==> config.mk <==
export PLATFORM = sky130hd
export DESIGN_NAME = cam_cfg_top
export DESIGN_NICKNAME = d
export VERILOG_FILES = /design/src/rtl/cam_cfg_pkg.sv /design/src/rtl/cam_cfg_calc.sv /design/src/rtl/cam_fifo_clr_seq.sv /design/src/rtl/cam_buf_slot.sv /design/src/rtl/cam_cfg_top.sv
export SDC_FILE = /design/constraint.sdc
export NUM_CORES = 1
export LEC_CHECK = 0
export ABC_AREA = 1
export BUFFER_PORTS_ARGS = -buffer_cell sky130_fd_sc_hd__buf_2
export CORE_UTILIZATION = 58
export CTS_BUF_LIST = sky130_fd_sc_hd__clkbuf_16
export DETAILED_ROUTE_END_ITERATION = 6
export GPL_ROUTABILITY_DRIVEN = 0
export GPL_TIMING_DRIVEN = 1
export PLACE_DENSITY = 0.95
export SLEW_MARGIN = 10
export SYNTH_ARGS = -nofsm -noshare
export SYNTH_HDL_FRONTEND = slang
export SYNTH_SLANG_ARGS = --single-unit
==> constraint.sdc <==
create_clock -name clk -period 15.7 [get_ports clk]
set_input_delay 3.925 -clock clk [delete_from_list [all_inputs] [get_ports clk]]
set_output_delay 3.925 -clock clk [all_outputs]
set_load 0.01 [all_outputs]
==> src/rtl/cam_cfg_pkg.sv <==
package cam_cfg_pkg;
  // alignment thresholds (log2 of bytes) for the burst classes
  localparam int BIG_ALIGN_LOG2 = 7;
  localparam int MID_ALIGN_LOG2 = 6;
  localparam int BEAT_LOG2      = 3;

  localparam logic [1:0] BURST_BIG   = 2'd3;
  localparam logic [1:0] BURST_MID   = 2'd2;
  localparam logic [1:0] BURST_SMALL = 2'd1;

  typedef enum logic [1:0] {
    CS_IDLE    = 2'd0,
    CS_DROP    = 2'd1,
    CS_REQ     = 2'd2,
    CS_RESTORE = 2'd3
  } clr_state_t;
endpackage

==> src/rtl/cam_cfg_calc.sv <==
module cam_cfg_calc
  import cam_cfg_pkg::*;
#(
  parameter int W_W = 12,
  parameter int P_W = 16,
  localparam int LB_W  = W_W + 3,
  localparam int CMP_W = (LB_W > P_W) ? LB_W : P_W,
  localparam int ST_W  = P_W - BEAT_LOG2,
  localparam int LC_W  = W_W + 1
) (
  input  logic [W_W-1:0]  width,
  input  logic [1:0]      bpp_code,
  input  logic            bus16,
  input  logic [P_W-1:0]  pitch,
  output logic            valid,
  output logic [LC_W-1:0] lc,
  output logic [ST_W-1:0] stride,
  output logic [1:0]      burst,
  output logic [1:0]      level,
  output logic            pack24,
  output logic            dual8
);
  logic [LB_W-1:0]  line_bytes;
  logic [CMP_W-1:0] lb_x;
  logic [CMP_W-1:0] pitch_x;
  logic [CMP_W-1:0] gap;

  always_comb begin
    line_bytes = LB_W'(width) * LB_W'({1'b0, bpp_code} + 3'd1);
    lb_x       = CMP_W'(line_bytes);
    pitch_x    = CMP_W'(pitch);
    gap        = pitch_x - lb_x;

    valid = (line_bytes[BEAT_LOG2-1:0] == '0) &&
            (pitch[BEAT_LOG2-1:0] == '0) &&
            (pitch_x >= lb_x);

    stride = ST_W'(gap >> BEAT_LOG2);

    if (!bus16 && (bpp_code == 2'd1)) lc = {width, 1'b0};
    else                              lc = {1'b0, width};

    if (line_bytes[BIG_ALIGN_LOG2-1:0] == '0) begin
      burst = BURST_BIG;   level = 2'd2;
    end else if (line_bytes[MID_ALIGN_LOG2-1:0] == '0) begin
      burst = BURST_MID;   level = 2'd1;
    end else begin
      burst = BURST_SMALL; level = 2'd0;
    end

    pack24 = (bpp_code == 2'd3);
    dual8  = bus16;
  end
endmodule

==> src/rtl/cam_fifo_clr_seq.sv <==
module cam_fifo_clr_seq
  import cam_cfg_pkg::*;
#(
  parameter int SEL_W = 2
) (
  input  logic             clk,
  input  logic             rst,
  input  logic             en_load,
  input  logic             en_val,
  input  logic             start,
  input  logic [SEL_W-1:0] sel,
  input  logic             ack,
  output logic             auto_en,
  output logic [SEL_W-1:0] clr_bits,
  output logic             busy
);
  clr_state_t       state;
  logic             saved_en;
  logic [SEL_W-1:0] sel_q;

  always_ff @(posedge clk) begin
    if (rst) begin
      state    <= CS_IDLE;
      auto_en  <= 1'b1;
      saved_en <= 1'b1;
      sel_q    <= '0;
      clr_bits <= '0;
    end else begin
      unique case (state)
        CS_IDLE: begin
          if (start) begin
            saved_en <= auto_en;
            auto_en  <= 1'b0;
            sel_q    <= sel;
            state    <= CS_DROP;
          end else if (en_load) begin
            auto_en <= en_val;
          end
        end
        CS_DROP: begin
          clr_bits <= sel_q;
          state    <= CS_REQ;
        end
        CS_REQ: begin
          if (ack) begin
            clr_bits <= '0;
            state    <= CS_RESTORE;
          end
        end
        CS_RESTORE: begin
          auto_en <= saved_en;
          state   <= CS_IDLE;
        end
        default: state <= CS_IDLE;
      endcase
    end
  end

  assign busy = (state != CS_IDLE);
endmodule

==> src/rtl/cam_buf_slot.sv <==
module cam_buf_slot (
  input  logic clk,
  input  logic rst,
  input  logic frame_start,
  input  logic refresh_req,
  output logic slot,
  output logic pend
);
  logic next_slot;
  logic eff_slot;

  assign eff_slot = pend ? 1'b0 : next_slot;

  always_ff @(posedge clk) begin
    if (rst) begin
      slot      <= 1'b0;
      next_slot <= 1'b0;
      pend      <= 1'b0;
    end else begin
      if (frame_start) begin
        slot      <= eff_slot;
        next_slot <= ~eff_slot;
      end
      pend <= refresh_req | (pend & ~frame_start);
    end
  end
endmodule

==> src/rtl/cam_cfg_top.sv <==
module cam_cfg_top
  import cam_cfg_pkg::*;
#(
  parameter int W_W        = 12,
  parameter int H_W        = 12,
  parameter int P_W        = 16,
  parameter int DEF_WIDTH  = 320,
  parameter int DEF_HEIGHT = 240,
  parameter int DEF_BPP    = 2,
  parameter int DEF_PITCH  = 640,
  localparam int LC_W = W_W + 1,
  localparam int ST_W = P_W - BEAT_LOG2
) (
  input  logic            clk,
  input  logic            rst,
  input  logic            load,
  input  logic [W_W-1:0]  cfg_width,
  input  logic [H_W-1:0]  cfg_height,
  input  logic [1:0]      cfg_bpp_code,
  input  logic            cfg_bus16,
  input  logic [P_W-1:0]  cfg_pitch,
  input  logic            cfg_clr_en,
  input  logic            fifo_clr_start,
  input  logic [1:0]      fifo_clr_sel,
  input  logic            fifo_clr_ack,
  input  logic            frame_start,
  input  logic            dma_refresh,
  output logic            cfg_err,
  output logic [LC_W-1:0] line_cycles,
  output logic [H_W-1:0]  frame_lines,
  output logic [ST_W-1:0] stride_words,
  output logic [1:0]      burst_type,
  output logic [1:0]      fifo_level,
  output logic            pack24,
  output logic            dual8,
  output logic            auto_clr_en,
  output logic [1:0]      fifo_clr_bits,
  output logic            clr_busy,
  output logic            buf_slot,
  output logic            refresh_pend
);
  // during reset the calculator sees the default geometry
  logic [W_W-1:0]  src_width;
  logic [H_W-1:0]  src_height;
  logic [1:0]      src_bpp;
  logic            src_bus16;
  logic [P_W-1:0]  src_pitch;

  assign src_width  = rst ? W_W'(DEF_WIDTH)     : cfg_width;
  assign src_height = rst ? H_W'(DEF_HEIGHT)    : cfg_height;
  assign src_bpp    = rst ? 2'(DEF_BPP - 1)     : cfg_bpp_code;
  assign src_bus16  = rst ? 1'b0                : cfg_bus16;
  assign src_pitch  = rst ? P_W'(DEF_PITCH)     : cfg_pitch;

  logic            c_valid;
  logic [LC_W-1:0] c_lc;
  logic [ST_W-1:0] c_stride;
  logic [1:0]      c_burst;
  logic [1:0]      c_level;
  logic            c_pack24;
  logic            c_dual8;

  cam_cfg_calc #(.W_W(W_W), .P_W(P_W)) u_calc (
    .width    (src_width),
    .bpp_code (src_bpp),
    .bus16    (src_bus16),
    .pitch    (src_pitch),
    .valid    (c_valid),
    .lc       (c_lc),
    .stride   (c_stride),
    .burst    (c_burst),
    .level    (c_level),
    .pack24   (c_pack24),
    .dual8    (c_dual8)
  );

  logic apply;
  assign apply = rst | (load & c_valid);

  always_ff @(posedge clk) begin
    if (apply) begin
      line_cycles  <= c_lc;
      frame_lines  <= src_height;
      stride_words <= c_stride;
      burst_type   <= c_burst;
      fifo_level   <= c_level;
      pack24       <= c_pack24;
      dual8        <= c_dual8;
    end
    if (rst)       cfg_err <= 1'b0;
    else if (load) cfg_err <= ~c_valid;
  end

  cam_fifo_clr_seq #(.SEL_W(2)) u_clr (
    .clk      (clk),
    .rst      (rst),
    .en_load  (load & c_valid),
    .en_val   (cfg_clr_en),
    .start    (fifo_clr_start),
    .sel      (fifo_clr_sel),
    .ack      (fifo_clr_ack),
    .auto_en  (auto_clr_en),
    .clr_bits (fifo_clr_bits),
    .busy     (clr_busy)
  );

  cam_buf_slot u_slot (
    .clk         (clk),
    .rst         (rst),
    .frame_start (frame_start),
    .refresh_req (dma_refresh),
    .slot        (buf_slot),
    .pend        (refresh_pend)
  );
endmodule

Yosys cells after proc, flatten, opt, wreduce, memory -nomap -nowiden. Cells that the tools add are included.

Bits in registers: 56. Bits of input ports: 53. Output and inout port bits: 51. Word-level logic and storage cells: 69.

$add $sub $neg: 2. Multipliers: 1. Magnitude comparators: 1. Equality and inequality tests: 8. Multiplexer cells: 16. Bitwise gates (word level): 7. Reduce and logical (&&, ||, !) cells: 16.

Operator list (count): $mux 12 (2); $ge 16x15->1 (1); $mux 16 (1); $sub 16x15->16 (1); $mul 12x3->15 (1); $mux 2 (5); $pmux 2 s4 (1); $reduce_and 2->1 (4); $logic_not 7->1 (1); $eq 2x2->1 const B (3); $logic_not 3->1 (2); $logic_not 6->1 (1); $reduce_bool 2->1 (3); $mux 1 (5); $eq 2x1->1 const B (2); $ne 2x2->1 const B (2); $pmux 2 s2 (1); $add 2x1->3 const B (1); $logic_and 1x1->1 (3); $ne 3x2->1 const B (1); $not 1->1 (3); $and 1x1->1 (2); $logic_not 2->1 (1); $or 1x1->1 (2); other kinds (2) (2).

Longest topological paths before layout. Gate-level depths: netlist of run 1.

Depth after elaboration: 10. Gate-level depth with buffers: 32. Mapped depth without buffers: 28.

By module. Synthesis of run 1 repeated with hierarchy kept, for this count alone.

Cells, all modules: 588. Area total of the unflattened synthesis: 4383.0 um^2.

By module, submodules not included: cam_cfg_calc (times used 1, cells an instance 383, area an instance 2145.8 um^2, seq. area each 0.0 um^2); cam_cfg_top (times used 1, cells an instance 133, area an instance 1712.9 um^2, seq. area each 1341.3 um^2); cam_fifo_clr_seq (times used 1, cells an instance 59, area an instance 415.4 um^2, seq. area each 160.2 um^2); cam_buf_slot (times used 1, cells an instance 13, area an instance 108.9 um^2, seq. area each 60.1 um^2).

Least setup slack after synthesis of run 1. OpenSTA, ideal clock, no wires.

Path type: input port to flip-flop. From: in rst. To: reg burst_type[0], enable pin. Library setup time: 0.403 ns. Arrival: 8.645 ns. Required time: 15.297 ns. Slack: 6.652 ns. Stages on the path: 29. Buffers on the path: 4. Cells stage by stage: buf_6 > inv_2 > buf_6 > buf_2 > nand2_1 > inv_1 > ha_1 > clkbuf_1 > nand2_1 > fa_1 > inv_1 > ha_1 > a21oi_1 > nand2_1 > a21oi_1 > o21ai_1 > a21oi_1 > inv_1 > nand2_1 > nand2_1 > ha_1 > nand2_1 > nor2_2 > inv_1 > nor2_1 > nand2_1 > nand3_1 > nand2_1 > nand2_1.

Cells in the longest elaborated chain, start to end: 8. Elaborated cells between the ends (all ways): 12. Classes of those cells: 1 x add/sub; 1 x mul; 1 x order compare; 3 x mux; 2 x bitwise; 4 x reduce/logical.

Ends and longest elaborated chain: from (decl) (line cam_cfg_top.sv:15) `input logic rst,`; branches (longest 7 deep; another with $ge 16x15->1); $or 1x1->1 * (line cam_cfg_top.sv:78) `assign apply = rst | (load & c_valid);`; named net apply (line cam_cfg_top.sv:77) `logic apply;`; to (signal assigned) (line cam_cfg_top.sv:85) `burst_type <= c_burst;`; to (decl) (line cam_cfg_top.sv:32) `output logic [1:0] burst_type,`.

Mark *: on every way through the listed nets, which the timed path passes. A chain may end at the register's enable or synchronous reset.

Worst setup path after layout of run 1.
From: in rst. To: reg pack24, enable pin.

Cells in the longest elaborated chain, start to end: 8. Elaborated cells between the ends (all ways): 12. Classes of those cells: 1 x add/sub; 1 x mul; 1 x order compare; 3 x mux; 2 x bitwise; 4 x reduce/logical.

Ends and longest elaborated chain: branches (longest 7 deep; another with $ge 16x15->1); $or 1x1->1 * (line cam_cfg_top.sv:78); named net apply (line cam_cfg_top.sv:77); to (signal assigned) (line cam_cfg_top.sv:87) `pack24 <= c_pack24;`; to (decl) (line cam_cfg_top.sv:34) `output logic pack24,`.

Marked as above.

==> results.json, run 1 <==
{
  "synthFlopType": "edfxtp_1",
  "utilization_pct": 71.06,
  "max_freq_mhz": 105.0,
  "finalPower_uw": 513.5,
  "cts-root-buf": "clkbuf_16",
  "first_pass_iters": 5,
  "cts.path.max_buffers": 2,
  "hold_depth": 2,
  "clk_latency_ns": 0.30,
  "worstPathArrival_ns": 9.44,
  "postRouteAntennaNets": 0,
  "r2r-start": "u_clr.state[0]",
  "comb_power_share_pct": 37.7,
  "drive_gt1_share_pct": 19.68,
  "skew_ns": 0.003645,
  "die_h_um": 86.27,
  "internal_power_uw": 327.6,
  "setup_viol": 0,
  "drtIter0Drc": 311,
  "hp-class": "register to register",
  "drv_cap": 0,
  "place_hpwl_um": 7436,
  "worstPathRequired_ns": 15.62,
  "yosys.area.top_type_share_pct": 32.08,
  "ys_seq_elements": 56,
  "status": "complete, no violations",
  "core-area_sq_um": 6832,
  "detail_route.wirelength_um": 9679,
  "cts_hold_buffers": 0,
  "switching_share_pct": 36.19,
  "cp-end-kind": "register",
  "grt-ovfl-total": 0,
  "tightest_slew_ns": 1.085,
  "ys_seq_area_share_pct": 37.91,
  "post_drt_via_cell_ratio": 5.262,
  "rows": 30,
  "vias": 3820,
  "min-delay-start": "u_clr.clr_bits[1]",
  "worstPathMaxFanout": 45,
  "fin_crit_sh_pct": 60.68,
  "r2r_cells": 7,
  "start_util_pct": 60.29,
  "final.setup.tns_ns": 0,
  "reg2reg_to": "u_clr.state[1]",
  "synth.cell_area_sq_um": 4119,
  "rsz0062_at_grt": "no",
  "hold_viol": 0,
  "maxSlewViolCount": 0,
  "reg2reg_slack_ns": 14.17,
  "syn_avg_cell_area_sq_um": 7.786,
  "cts_setup_buffers": 0,
  "ys_types": 29,
  "cts_tree": "yes",
  "clkPwrFrac_pct": 22.0,
  "leakagePower_uw": 0.002614,
  "powerDensity_nw_per_um2": 105.8,
  "antenna_found_initial": 0,
  "cp-start-kind": "primary input",
  "yosys.area.top_type": "edfxtp_1",
  "grt_pass1_vias": 3689,
  "synth.most_common_cell": "nand2_1",
  "die_area_sq_um": 7443,
  "cts_sinks": 56,
  "grt_pass1_wl_um": 15600,
  "synth_enable_flop_cells": 44,
  "wl_per_cell_um": 13.33,
  "synth_fp_nets": 629,
  "fin_nets": 729,
  "grt_max_degree": 46,
  "fin_crit_ns": 9.527,
  "numCtsBuffers": 5,
  "seq_power_share_pct": 40.2,
  "synth.area.top_cells": "edfxtp_1 (32%), nand2_1 (11%), ha_1 (11%), inv_1 (9.8%), nor2_1 (6.1%)",
  "port_buffers": 103,
  "relSlewSlack_pct": 27.43,
  "drcViolationCount": 0,
  "htreeDepth": 2,
  "area_delta_synth_final_pct": 17.86,
  "switchingPower_uw": 185.8,
  "critical_path_class": "primary input to register",
  "ys_warn_count": 0,
  "synthArstFlopShare_pct": 0,
  "io_pins": 104,
  "syn_inst": 529,
  "hold_path_end": "u_clr.clr_bits[1]",
  "post_cts_resized": 0,
  "die_w_um": 86.27,
  "synth_common_cells": "nand2_1 (126), inv_1 (107), nor2_1 (67)",
  "vdd_drop_max_v": 0.00005609,
  "clk_pin_slew_ns": 0.07,
  "n_antenna_cell": 0,
  "grtUsageTotal_pct": 26.63
}
-- placed cells by master (no fill, tap or decap), types with 17 or more instances in the layout --
| cell | instances |
|---|---|
| a21oi_1 | 26 |
| ha_1 | 36 |
| xor2_1 | 17 |
| inv_1 | 107 |
| buf_2 | 103 |
| nand3_1 | 19 |
| nand2_1 | 125 |
| o21ai_0 | 20 |
| edfxtp_1 | 44 |
| nor2_1 | 67 |
-- how the worst max path moves through the flow --
| stage | endpoint | startpoint | slack [ns] |
|---|---|---|---|
| after floorplan | burst_type[0] | rst | 6.65 |
| after detailed placement | line_cycles[10] | rst | 6.00 |
| final | pack24 | rst | 6.17 |
| after CTS | line_cycles[2] | rst | 6.26 |
| after global placement | line_cycles[10] | rst | 6.35 |
| after global routing | line_cycles[10] | rst | 5.80 |
-- metal layers --
metal,up-vias,global-route usage (%),share of wire (%)
met5,-,0,0
met1,1712,30.30,38
met3,32,3.905,8.8
met4,0,13.33,3.2
met2,225,48.63,50
li1,1851,-,-
-- power by group through the flow --
| stage | registers (uW) | logic (uW) | clock network, uW |
|---|---|---|---|
| global placement | 208 | 180 | 0 |
| finish | 207 | 194 | 113 |
| CTS | 206 | 191 | 114 |
| detailed placement | 209 | 190 | 0 |
| global route | 209 | 214 | 118 |
| floorplan | 222 | 116 | 0 |
-- cells by family after synthesis --
kind of cell / after synthesis / share of synthesized area [%]
flops: 56 / 37.91
xor+xnor: 22 / 4.678
fa+ha+maj: 47 / 16.28
simple gates: 229 / 22.51
buf+inv: 118 / 11.15
compound gates: 57 / 7.473
-- final cells by class --
type	instances	area (sq um)
Inverter	108	405.4
Sequential cell	56	1562
Clock buffer	5	125.1
Multi-Input combinational cell	355	2105
Clock inverter	3	22.52
Fill cell	503	1977
Timing Repair Buffer	103	515.5
Tap cell	96	120.1
-- worst max-delay path: stages --
cell and delay (ns):
buf_2 0.54, inv_2 0.35, nand2_1 0.17, inv_1 0.05, ha_1 0.48, nand2_1 0.13
fa_1 0.53, inv_1 0.05, ha_1 0.34, a21oi_1 0.16, nand2_1 0.12, a21oi_1 0.23
o21ai_1 0.13, a21oi_1 0.19, inv_1 0.06, nand2_1 0.05, nand2_1 0.05, ha_1 0.34
nand2_1 0.10, nor2_2 0.15, inv_1 0.07, nor2_1 0.14, nand2_1 0.08, nand3_1 0.08
nand2_1 0.09, nand2_2 0.79
-- through the flow --
| step | hold slack, ns | cell area (sq um) | cells | setup WS, ns |
|---|---|---|---|---|
| floorplan | 0.4418 | 4119 | 529 | 6.652 |
| global placement | 0.4470 | 4703 | 718 | 6.345 |
| detailed placement | 0.4629 | 4703 | 718 | 6.002 |
| CTS | 0.4739 | 4851 | 726 | 6.260 |
| global route | 0.4881 | 4855 | 726 | 5.802 |
| finish | 0.4692 | 4855 | 726 | 6.173 |
-- state kept, by name (all words and copies together), names as in the netlist --
register,count
dual8,1
line_cycles,13
u_slot.pend,1
u_clr.state,2
cfg_err,1
stride_words,13
pack24,1
fifo_level,2
burst_type,2
u_clr.auto_en,1
u_clr.clr_bits,2
u_slot.slot,1
u_slot.next_slot,1
frame_lines,12
u_clr.sel_q,2
u_clr.saved_en,1
No activity file was read; power rests on OpenSTA's default activity.
==> inputs of run 2 (changes only) <==
--- a/config.mk
+++ b/config.mk
@@ -7,12 +7,12 @@
 export LEC_CHECK = 0
 export ABC_AREA = 1
 export BUFFER_PORTS_ARGS = -buffer_cell sky130_fd_sc_hd__buf_2
-export CORE_UTILIZATION = 58
+export CORE_UTILIZATION = 49
 export CTS_BUF_LIST = sky130_fd_sc_hd__clkbuf_16
 export DETAILED_ROUTE_END_ITERATION = 6
 export GPL_ROUTABILITY_DRIVEN = 0
 export GPL_TIMING_DRIVEN = 1
-export PLACE_DENSITY = 0.95
+export PLACE_DENSITY = 0.87
 export SLEW_MARGIN = 10
 export SYNTH_ARGS = -nofsm -noshare
 export SYNTH_HDL_FRONTEND = slang
==> constraint.sdc (replaced) <==
create_clock -name clk -period 8.6 [get_ports clk]
set_input_delay 2.15 -clock clk [delete_from_list [all_inputs] [get_ports clk]]
set_output_delay 2.15 -clock clk [all_outputs]
set_load 0.01 [all_outputs]
==> results.json, run 2 (synthesis gave the netlist of run 1 again) <==
{
  "tightest_slew_ns": 0.8014,
  "switchingPower_uw": 337.2,
  "hold_viol": 0,
  "hp-class": "register to register",
  "layoutNonFillerInstCount": 737,
  "comb_power_share_pct": 37.3,
  "cp-startpoint": "rst",
  "grt_max_degree": 38,
  "cp_common_cell": "nand2_1",
  "cp_num_buf_inv": 7,
  "drive_gt1_share_pct": 19.94,
  "critical_path_class": "primary input to register",
  "clkPwrFrac_pct": 22.5,
  "die_h_um": 93.69,
  "rsz0062_at_grt": "no",
  "fin_crit_sh_pct": 86.53,
  "die_w_um": 93.69,
  "drcViolationCount": 0,
  "grt_pass1_wl_um": 15320,
  "max_freq_mhz": 134.4,
  "rows": 33,
  "maxSlewViolCount": 0,
  "use_met1_pct": 27.58,
  "vias": 3762,
  "worstPathMaxFanout": 37,
  "cts_setup_buffers": 0,
  "htreeDepth": 2,
  "final.setup.tns_ns": 0,
  "worstPathRequired_ns": 8.59,
  "area_delta_synth_final_pct": 18.62,
  "place_hpwl_um": 7410,
  "skew_ns": 0.0006224,
  "seq_power_share_pct": 40.2,
  "antenna_found_initial": 0,
  "io_pins": 104,
  "cp-end-kind": "register",
  "clk_latency_ns": 0.29,
  "met3_usage_pct": 2.913,
  "relSlewSlack_pct": 46.56,
  "slowest_delay_ns": 0.56,
  "cts_hold_buffers": 0,
  "cts-root-buf": "clkbuf_16",
  "busiest_layer": "met2",
  "clk_pin_slew_ns": 0.07,
  "postRouteAntennaNets": 0,
  "drv_cap": 0,
  "leakagePower_uw": 0.002621,
  "largestRegisters": "line_cycles (13), stride_words (13), frame_lines (12)",
  "cts_sinks": 56,
  "detail_route.wirelength_um": 9352,
  "start_util_pct": 50.38,
  "worstPathArrival_ns": 7.44,
  "internal_power_uw": 599.2,
  "powerDensity_nw_per_um2": 191.7,
  "core-area_sq_um": 8175,
  "grt-ovfl-total": 0,
  "grtUsageTotal_pct": 21.90,
  "fin_nets": 731,
  "cp-start-kind": "primary input",
  "grt_use_met2_pct": 38.20,
  "status": "complete, no violations",
  "n_antenna_cell": 0,
  "min-delay-start": "u_clr.clr_bits[1]",
  "first_pass_iters": 5,
  "drtIter0Drc": 286,
  "die_area_sq_um": 8777,
  "port_buffers": 103,
  "numCtsBuffers": 5,
  "cts.path.max_buffers": 2,
  "r2r-start": "u_clr.state[0]",
  "final_cell_mix": "nand2_1 (125), inv_1 (107), buf_2 (103), nor2_1 (67), edfxtp_1 (44)",
  "final_common_cell": "nand2_1",
  "post_cts_resized": 0,
  "grt_pass1_vias": 3551,
  "placed_cells": 729,
  "switching_share_pct": 36.01,
  "wl_per_cell_um": 12.69,
  "fin_crit_ns": 7.442,
  "path_delay_family": "adder cells",
  "post_drt_via_cell_ratio": 5.104,
  "worst_path_max_delay_cell": "buf_2",
  "setup_viol": 0,
  "vdd_drop_max_v": 0.00008565,
  "cts_tree": "yes"
}
run 2: changes by cell type in the layout (fill, tap and decap cells not counted):
| cell | delta |
|---|---|
| clkinv_2 | -1 |
| clkinvlp_4 | +1 |
| inv_6 | -1 |
| inv_8 | +1 |
| buf_4 | +2 |
run 2: worst register-to-register path: cells and delay by family (launching register included):
family | cells | cell delay [ns]
buffers and inverters | 2 | 0.21
flip-flops | 1 | 0.33
adder cells (fa/ha/maj) | 1 | 0.21
AO/OA/AOI/OAI | 3 | 0.42
AND/OR/NAND/NOR | 1 | 0.28
run 2: path summary, 6_finish.rpt:
check                            to  slack [ns]  cells past startpoint
setup reg to reg     u_clr.state[1]        7.07                      7
hold / removal    u_clr.clr_bits[1]        0.46                      2
setup / recovery     line_cycles[1]        1.16                     27
hold reg to reg   u_clr.clr_bits[1]        0.46                      2
run 2: layer usage:
layer / wire (um) / up-vias / part of all wire (%)
met4: 236 / 0 / 2.5
met5: 0 / - / 0
met3: 663 / 25 / 7.1
met2: 4578 / 169 / 49
met1: 3873 / 1715 / 41
li1: - / 1853 / -
run 2: layout make-up:
cell class | instances | area [sq um]
sequential | 56 | 1562
inverter | 108 | 405.4
multi-input combinational | 355 | 2105
fill | 688 | 3289
tap | 105 | 131.4
clock inverter | 3 | 27.53
timing repair buffer | 105 | 530.5
clock buffer | 5 | 125.1
run 2: power by group through the flow:
stage	combinational, uW	sequential, uW	clock, uW
final	349	377	211
after global routing	392	381	221
after CTS	347	377	211
after detailed placement	343	383	0
after global placement	332	381	0
after floorplan	211	405	0
run 2: metrics by stage:
step	hold slack, ns	total power [uW]	utilization, %	setup slack [ns]	instance area [sq um]
6_report	0.4648	936.4	59.76	1.158	4886
2_1_floorplan	0.4418	616.5	-	1.327	4119
4_1_cts	0.4681	935.0	59.72	1.236	4882
3_3_place_gp	0.4461	712.7	57.85	1.250	4730
3_5_place_dp	0.4579	726.0	57.85	0.9543	4730
5_1_grt	0.4963	994.0	59.76	0.6656	4886
